## config.mk

```make
export PLATFORM = sky130hd
export DESIGN_NAME = ecc_err_capture
export DESIGN_NICKNAME = d
export VERILOG_FILES = /design/src/rtl/ecc_err_capture.sv
export SDC_FILE = /design/constraint.sdc
export NUM_CORES = 1
export LEC_CHECK = 0
export ABC_AREA = 1
export BUFFER_PORTS_ARGS = -buffer_cell sky130_fd_sc_hd__buf_2
export CAP_MARGIN = 20
export CORE_MARGIN = 3
export CORE_UTILIZATION = 47
export CTS_BUF_LIST = sky130_fd_sc_hd__clkbuf_8
export DETAILED_ROUTE_END_ITERATION = 7
export PLACE_DENSITY = 0.93
export SLEW_MARGIN = 20
export SYNTH_ARGS = -nofsm -noshare
export SYNTH_HDL_FRONTEND = slang
export SYNTH_SLANG_ARGS = --single-unit
```

## constraint.sdc

```tcl
create_clock -name clk -period 1.9 [get_ports clk]
set_clock_uncertainty 0.15 [all_clocks]
set_input_delay 0.285 -clock clk [delete_from_list [all_inputs] [get_ports clk]]
set_output_delay 0.285 -clock clk [all_outputs]
set_load 0.005 [all_outputs]
```

## src/rtl/ecc_err_capture.sv

```systemverilog
module ecc_err_capture #(
  parameter int ADDR_W   = 32,
  parameter int SYN_W    = 8,
  parameter int PAGE_LSB = 12
) (
  input  logic              clk,
  input  logic              rst_n,
  input  logic              ce_valid,
  input  logic              ue_valid,
  input  logic [ADDR_W-1:0] err_addr,
  input  logic [SYN_W-1:0]  err_syn,
  input  logic              err_chan,
  input  logic [2:0]        reg_addr,
  input  logic              reg_wr_en,
  input  logic [31:0]       reg_wdata,
  output logic [31:0]       reg_rdata,
  output logic              err_signal
);
  localparam int BLK_W = ADDR_W - PAGE_LSB;
  localparam logic [2:0] OFS_STAT = 3'd0;
  localparam logic [2:0] OFS_CMD  = 3'd1;
  localparam logic [2:0] OFS_ADDR = 3'd2;
  localparam logic [2:0] OFS_SYN  = 3'd3;
  localparam logic [2:0] OFS_LOC  = 3'd4;
  localparam int CE_BIT = 0;
  localparam int UE_BIT = 7;
  localparam int CE_EN  = 7;
  localparam int UE_EN  = 8;

  logic             ce_q, ue_q, en_ce_q, en_ue_q, chan_q;
  logic [BLK_W-1:0] blk_q;
  logic [SYN_W-1:0] syn_q;

  logic stat_wr, cmd_wr, take_ue, take_ce, take;
  assign stat_wr = reg_wr_en && (reg_addr == OFS_STAT);
  assign cmd_wr  = reg_wr_en && (reg_addr == OFS_CMD);
  assign take_ue = ue_valid && !ue_q;
  assign take_ce = ce_valid && !ue_valid && !ce_q && !ue_q;
  assign take    = take_ue || take_ce;

  always_ff @(posedge clk) begin
    if (!rst_n) begin
      ce_q    <= 1'b0;
      ue_q    <= 1'b0;
      en_ce_q <= 1'b0;
      en_ue_q <= 1'b0;
      chan_q  <= 1'b0;
      blk_q   <= '0;
      syn_q   <= '0;
    end else begin
      ce_q <= ce_valid || (ce_q && !(stat_wr && reg_wdata[CE_BIT]));
      ue_q <= ue_valid || (ue_q && !(stat_wr && reg_wdata[UE_BIT]));
      if (cmd_wr) begin
        en_ce_q <= reg_wdata[CE_EN];
        en_ue_q <= reg_wdata[UE_EN];
      end
      if (take) begin
        blk_q  <= err_addr[ADDR_W-1:PAGE_LSB];
        syn_q  <= err_syn;
        chan_q <= err_chan;
      end
    end
  end

  assign err_signal = (ce_q && en_ce_q) || (ue_q && en_ue_q);

  logic [31:0] addr_rd, stat_rd, cmd_rd;
  always_comb begin
    addr_rd = '0;
    addr_rd[ADDR_W-1:PAGE_LSB] = blk_q;
    stat_rd = '0;
    stat_rd[CE_BIT] = ce_q;
    stat_rd[UE_BIT] = ue_q;
    cmd_rd = '0;
    cmd_rd[CE_EN] = en_ce_q;
    cmd_rd[UE_EN] = en_ue_q;
  end

  always_comb begin
    case (reg_addr)
      OFS_STAT: reg_rdata = stat_rd;
      OFS_CMD:  reg_rdata = cmd_rd;
      OFS_ADDR: reg_rdata = addr_rd;
      OFS_SYN:  reg_rdata = 32'(syn_q);
      OFS_LOC:  reg_rdata = {31'd0, chan_q};
      default:  reg_rdata = '0;
    endcase
  end

  logic unused_bits;
  assign unused_bits = ^{reg_wdata[31:9], reg_wdata[6:1], err_addr[PAGE_LSB-1:0]};
endmodule


```

Word-level counts from Yosys, hierarchy flattened
Cells that the tools add are included.
{ "op_classes": {"eq_ne": 4, "mux": 1, "reduce_logical": 22} }
{ "ops": {"columns": ["operator", "n"], "rows": [
  ["one-hot mux 32 bit (5 select lines)", 1],
  ["logical AND 1 bit", 12],
  ["equality test 3 x 2 -> 1 bit, second input constant", 2],
  ["logical NOT 1 bit", 5],
  ["logical OR 1 bit", 4],
  ["equality test 3 x 1 -> 1 bit, second input constant", 1],
  ["equality test 3 bit, second input constant", 1],
  ["logical NOT 3 bit", 1]
]} }
{ "word_totals": {"reg_bits": 33, "input_bits": 81, "output_inout_bits": 33, "word_cells": 34} }

Logic depth before layout (Yosys ltp)
Gate-level depths: netlist (run 1).
{ "depth": {"word_depth": 6, "ltp_mapped": 6} }

Worst setup path after synthesis (run 1)
Ideal clock, no wire load.
{ "synth_path": {"kind": "reg2out", "startpoint": "register ue_q", "endpoint": "output err_signal", "arrival_time_ns": 0.893, "t_required_ns": 1.465, "path_slack_ns": 0.572, "path_stages_with_launch": 5, "n_path_buf": 2, "cell_sequence": "dfxtp_1 > inv_2 > buf_2 > buf_2 > o21ai_0"} }
{ "synth_between": {"elab_chain_cells": 2} }
{ "synth_rtl": {"columns": ["item", "line_no", "text"], "rows": [
  ["start: declaration", "30", "logic ce_q, ue_q, en_ce_q, en_ue_q, chan_q;"],
  ["start signal: assignment", "52", "ue_q <= ue_valid || (ue_q && !(stat_wr && reg_wdata[UE_BIT]));"],
  ["logical AND 1 bit", "65", "assign err_signal = (ce_q && en_ce_q) || (ue_q && en_ue_q);"],
  ["logical OR 1 bit", "65", null],
  ["end: declaration", "17", "output logic err_signal"]
]} }
Every way passes these cells.

Worst setup path in the final report (run 1)
{ "layout_path": {"startpoint": "input reg_addr[1]", "endpoint": "output reg_rdata[1]"} }
{ "layout_between": {"elab_chain_cells": 2} }
{ "layout_rtl": {"columns": ["item", "line_no", "text"], "rows": [
  ["start: declaration", "13", "input logic [2:0] reg_addr,"],
  ["equality test 3 bit, or another cell as far along", "80", "case (reg_addr)"],
  ["one-hot mux 32 bit (5 select lines) (*)", "80", null],
  ["end: declaration", "16", "output logic [31:0] reg_rdata,"]
]} }
Mark *: on every way between the ends. The rest lies on a longest branch, timed or not.

==> impl_metrics.tcl, run 1 <==
set metrics [dict create \
    rr_worst_depth 5 \
    clock-sinks 33 \
    viasPerCell 4.75 \
    fill_cells 333 \
    period_share_pct 89.8 \
    synth_xor_xnor_area_share_pct 0 \
    clk_pin_slew_ns 0.06 \
    die_w_um 66.8 \
    grt_pass1_vias 1532 \
    setup_viol 0 \
    r2r_setup_slack_ns 0.55 \
    cts_hold_buffers 0 \
    final_antenna_net_count 0 \
    root_buffer "clkbuf_8" \
    fp.dieH_um 66.8 \
    drc 0 \
    hp-start "reg_wdata[8]" \
    critPathArrivalTime_ns 1.27 \
    netlist.area_leader.share_pct 38.0 \
    max-slew-margin-rel_pct 66.0 \
    clock_latency_ns 0.27 \
    avgSynthCellArea_um2 6.61 \
    synth-compound-area-share_pct 10.3 \
    drv_slew 0 \
    start_kind "primary input" \
    postCtsResizedCells 0 \
    synth_cells 263 \
    synth_flop_cell "dfxtp_1" \
    core_mm2 0.00344 \
    io_pins 114 \
    grt_usage_pct 17.9 \
    yosysMostFrequentCell "nor2_1" \
    met2_usage_pct 32.8 \
    fin_nets 407 \
    path_class "primary input to output pin" \
    num_vias 1772 \
    grt-ovfl-total 0 \
    crit_path_max_fanout 6 \
    synth_area_leaders "dfxtp_1 38%, nand3b_1 13%, nor2_1 13%" \
    grt_max_degree 32 \
    maxCapViolCount 0 \
    yosysTopAreaCell "dfxtp_1" \
    netlist_area_mm2 0.00174 \
    drtIter0Drc 96 \
    rsz0062_at_grt "no" \
    die_area_mm2 0.00446 \
    worstSetupEndpointType "output pin" \
    yosys.area_share.simple_pct 37.1 \
    antenna_found_initial 0 \
    yosysSeqAreaShare_pct 38.0 \
    drive_gt1_share_pct 25.4 \
    dr.pass1.iters 4 \
    synth.distinct_cells 18 \
    synthTopCellsByCount "58 x nor2_1, 40 x nand2_1, 35 x inv_1" \
    min_to "en_ue_q$_SDFFE_PN0P_" \
    crit_required_ns 1.46 \
    clockBufferDepth 2 \
    synth_mux_area_share_pct 0 \
    r2r_end "syn_q[1]$_SDFFE_PN0P_" \
    finalHoldViolations 0 \
    fin_tns_setup_ns 0 \
    placed_area_mm2 0.00208 \
    postLayoutCellArea_mm2 0.00216 \
    fp-row-count 21 \
    synth_fa_ha_area_share_pct 0 \
    port-buffer-count 69 \
    worstHoldPathType "primary input to register" \
    tritoncts "built" \
    drt_wl_total_um 3900 \
    grt.busiest_layer "met2" \
    synth_edf_count 0 \
    power_density_mw_per_mm2 715 \
    place_congestion 0.821 \
    max_freq_mhz 586 \
    synth_top_family_by_area "simple AND/OR/NAND/NOR gates" \
    grt_util_met1_pct 20.9 \
    p_leak_nw 1.11 \
    irDropWorstVdd_uv 420 \
    period_minus_slack_ns 1.71 \
    grt_pass1_wl_um 6270 \
    worst_pin_slew_ns 0.510 \
    dpl.hpwl_um 2850 \
    syn_to_final_growth_pct 24.4 \
    wire_per_inst_um 10.4 \
    num_antenna_cells 0 \
    fin_hold_ws_ns 0.115 \
    status "finished clean" \
    postCtsSetupBuffers 0 \
    use_met3_pct 4.05 \
    ys_ff_latch 33 \
    cts_buffers 5 \
    min_path_cells 3 \
    reg2reg_from "ce_q$_SDFF_PN0_" \
    htreeDepth 2 \
    async_flop_share_pct 0 \
    synth-warning-count 0 \
    start_util_pct 50.5 \
]
worst max path at each step:
| stage | start | end | slack [ns] |
|---|---|---|---|
| after floorplan | ue_q$_SDFF_PN0_ | err_signal | 0.57 |
| after CTS | reg_addr[1] | reg_rdata[1] | 0.18 |
| after global routing | reg_addr[1] | reg_rdata[6] | 0.09 |
| after global placement | reg_addr[1] | reg_rdata[6] | 0.22 |
| after detailed placement | reg_addr[1] | reg_rdata[1] | 0.18 |
| final | reg_addr[1] | reg_rdata[1] | 0.19 |
cells in the final DEF (no fill, tap or decap):
cell type  Yosys  routed
a21oi_1       33      33
buf_2          7      69
buf_4          4       5
clkbuf_8       0       5
clkinv_2       0       2
conb_1         1       3
dfxtp_1       33      33
inv_1         35      36
inv_2          1       1
nand2_1       40      40
nand3_1        5       5
nand3b_1      29      29
nand4_1        4       4
nor2_1        58      58
nor3_1         2       2
o21ai_0        1       1
o21ai_4        0       1
report_power, final:
group	internal [mW]	switching, mW
clock	0.248	0.227
combinational	0.125	0.160
sequential	0.753	0.0328
total	1.13	0.419
registers in the layout, summed over array words and instances, names as in the netlist:
register / count
blk_q: 20
en_ce_q: 1
en_ue_q: 1
ue_q: 1
syn_q: 8
chan_q: 1
ce_q: 1
per-stage QoR:
step	utilization, %	power [mW]	setup WS, ns	std cells
2_1_floorplan	-	1.00	0.572	265
3_3_place_gp	60.4	1.07	0.215	365
3_5_place_dp	60.4	1.09	0.176	365
4_1_cts	62.8	1.57	0.178	373
5_1_grt	62.8	1.64	0.0852	373
6_report	62.8	1.55	0.194	373
worst max-delay path, stage by stage:
cell and delay [ns]:
buf_2 0.11, inv_1 0.07, nor3_1 0.34, inv_1 0.20, nor2_1 0.14, buf_2 0.12
layout make-up:
cell class / count / area, um^2 / share of cell area (%)
sequential: 33 / 661 / 30.6
timing repair buffer: 74 / 383 / 17.7
inverter: 36 / 135 / 6.25
clock buffer: 5 / 68.8 / 3.18
multi-input combinational: 176 / 843 / 39.0
clock inverter: 3 / 13.8 / 0.637
tap: 46 / 57.6 / 2.66
layer usage:
layer	routed length, um	vias up
met3	193	2
met2	1970	47
met1	1720	787
met4	19	0
met5	0	-
li1	-	936
cell families (layout without fill, tap and decap cells):
| logic type | after synthesis | count (layout) |
|---|---|---|
| AOI/OAI and AO/OA | 35 | 35 |
| and+or+nand+nor | 138 | 138 |
| other | 1 | 3 |
| buffers and inverters | 56 | 118 |
| DFF | 33 | 33 |
(Power assumes the default switching activity.)
==> inputs of run 2 (changes only) <==
--- a/config.mk
+++ b/config.mk
@@ -9,10 +9,10 @@
 export BUFFER_PORTS_ARGS = -buffer_cell sky130_fd_sc_hd__buf_2
 export CAP_MARGIN = 20
 export CORE_MARGIN = 3
-export CORE_UTILIZATION = 47
+export CORE_UTILIZATION = 39
 export CTS_BUF_LIST = sky130_fd_sc_hd__clkbuf_8
 export DETAILED_ROUTE_END_ITERATION = 7
-export PLACE_DENSITY = 0.93
+export PLACE_DENSITY = 0.83
 export SLEW_MARGIN = 20
 export SYNTH_ARGS = -nofsm -noshare
 export SYNTH_HDL_FRONTEND = slang
==> constraint.sdc (replaced) <==
create_clock -name clk -period 1.5 [get_ports clk]
set_clock_uncertainty 0.15 [all_clocks]
set_input_delay 0.225 -clock clk [delete_from_list [all_inputs] [get_ports clk]]
set_output_delay 0.225 -clock clk [all_outputs]
set_load 0.005 [all_outputs]
==> run 2 against run 1 <==
  * Routed wire length up 6.2%
  * Sequential cell count unchanged
  * Critical path depth down 3
  * Sequential share of layout area down 1.3 points
  * Core utilization down 8.4 points
  * Critical endpoint is now err_signal
  * Largest power group unchanged
  * Highest routed layer unchanged
==> impl_metrics.tcl, run 2 (synthesis results as in run 1) <==
set metrics [dict create \
    status "finished clean" \
    period_minus_slack_ns 1.36 \
    port-buffer-count 69 \
    clock_latency_ns 0.27 \
    htreeDepth 2 \
    layout_common_cells "69 x buf_2, 58 x nor2_1, 40 x nand2_1" \
    grt_pass1_wl_um 6830 \
    drc 0 \
    core_mm2 0.00414 \
    antenna_found_initial 0 \
    clock-sinks 33 \
    cts_buffers 5 \
    p_leak_nw 1.16 \
    placed_area_mm2 0.00216 \
    root_buffer "clkbuf_8" \
    postLayoutCellArea_mm2 0.00226 \
    grt_max_degree 31 \
    start_kind "register" \
    start_util_pct 41.9 \
    grt_pass1_vias 1647 \
    maxCapViolCount 0 \
    worstHoldPathType "primary input to register" \
    clk_pin_slew_ns 0.06 \
    final_antenna_net_count 0 \
    irDropWorstVdd_uv 521 \
    fin_tns_setup_ns 0 \
    grt-ovfl-total 0 \
    fp.dieH_um 72.8 \
    crit_required_ns 1.12 \
    grt_usage_pct 15.9 \
    tritoncts "built" \
    syn_to_final_growth_pct 29.8 \
    num_vias 1799 \
    die_w_um 72.8 \
    final_common_cell "buf_2" \
    place_congestion 0.861 \
    largest_register "blk_q" \
    fp-row-count 23 \
    drive_gt1_share_pct 26.7 \
    rsz0062_at_grt "no" \
    period_share_pct 90.7 \
    fin_nets 411 \
    wire_per_inst_um 10.9 \
    dpl.hpwl_um 2960 \
    setup_viol 0 \
    max_freq_mhz 735 \
    finalHoldViolations 0 \
    num_antenna_cells 0 \
    die_area_mm2 0.00529 \
    crit_path_max_fanout 4 \
    drtIter0Drc 68 \
    drv_slew 0 \
    power_density_mw_per_mm2 899 \
    worstSetupEndpointType "output pin" \
    dr.pass1.iters 4 \
    reg_top3 "blk_q (20), syn_q (8)" \
    largest_reg_flops 20 \
    clockBufferDepth 2 \
    cts_hold_buffers 0 \
    io_pins 114 \
    critPathArrivalTime_ns 0.99 \
    viasPerCell 4.73 \
    path_class "register to output pin" \
    drt_wl_total_um 4140 \
]
## run 2: path summary, 6_finish.rpt
kind,from,endpoint,slack (ns),cells past startpoint
max,ce_q$_SDFF_PN0_,err_signal,0.14,3
max reg2reg,ce_q$_SDFF_PN0_,blk_q[2]$_SDFFE_PN0P_,0.24,5
min reg2reg,en_ue_q$_SDFFE_PN0P_,en_ue_q$_SDFFE_PN0P_,0.33,2
min,reg_wdata[8],en_ue_q$_SDFFE_PN0P_,0.06,3
## run 2: through the flow
stage                     utilization, %  power, mW  std cells  hold WS (ns)  worst slack (ns)
after floorplan                        -       1.27        265         0.218             0.232
after CTS                           54.3       2.06        380        0.0505            0.0386
after detailed placement            52.2       1.41        373         0.321            0.0432
after global routing                54.4       2.16        380        0.0563            0.0550
after global placement              52.2       1.39        373         0.305            0.0141
final                               54.4       2.03        380        0.0564             0.139
## run 2: area by class of cell
class / count / area (um^2)
sequential: 33 / 661
multi-input combinational: 176 / 848
clock inverter: 1 / 3.75
timing repair buffer: 78 / 463
clock buffer: 6 / 82.6
inverter: 36 / 135
fill: 430 / 1890
tap: 50 / 62.6
## run 2: worst max-delay path: stages (launching register included)
cell	delay, ns
dfxtp_1	0.44
nand2_1	0.08
o21ai_0	0.07
buf_2	0.13
## run 2: report_power, final
| group | internal (mW) | switching, mW | leakage [nW] | total (mW) |
|---|---|---|---|---|
| Sequential | 0.954 | 0.0400 | 0.274 | 0.994 |
| Clock | 0.357 | 0.284 | 0.0485 | 0.640 |
| Combinational | 0.183 | 0.212 | 0.833 | 0.395 |
## run 2: what timing repair did
action                                  in CTS  in global routing
gates resized for setup                      0                  2
endpoints found under the setup margin       0                  6
setup buffers                                0                  0
endpoints found under the hold margin        0                  0
## run 2: layer usage
metal / vias to the layer above / global-route usage (%) / wire (um)
met4: 0 / 3.69 / 16
met3: 2 / 3.58 / 258
met1: 806 / 19.6 / 1860
li1: 945 / - / -
met2: 46 / 28.2 / 2010
met5: - / 0 / 0
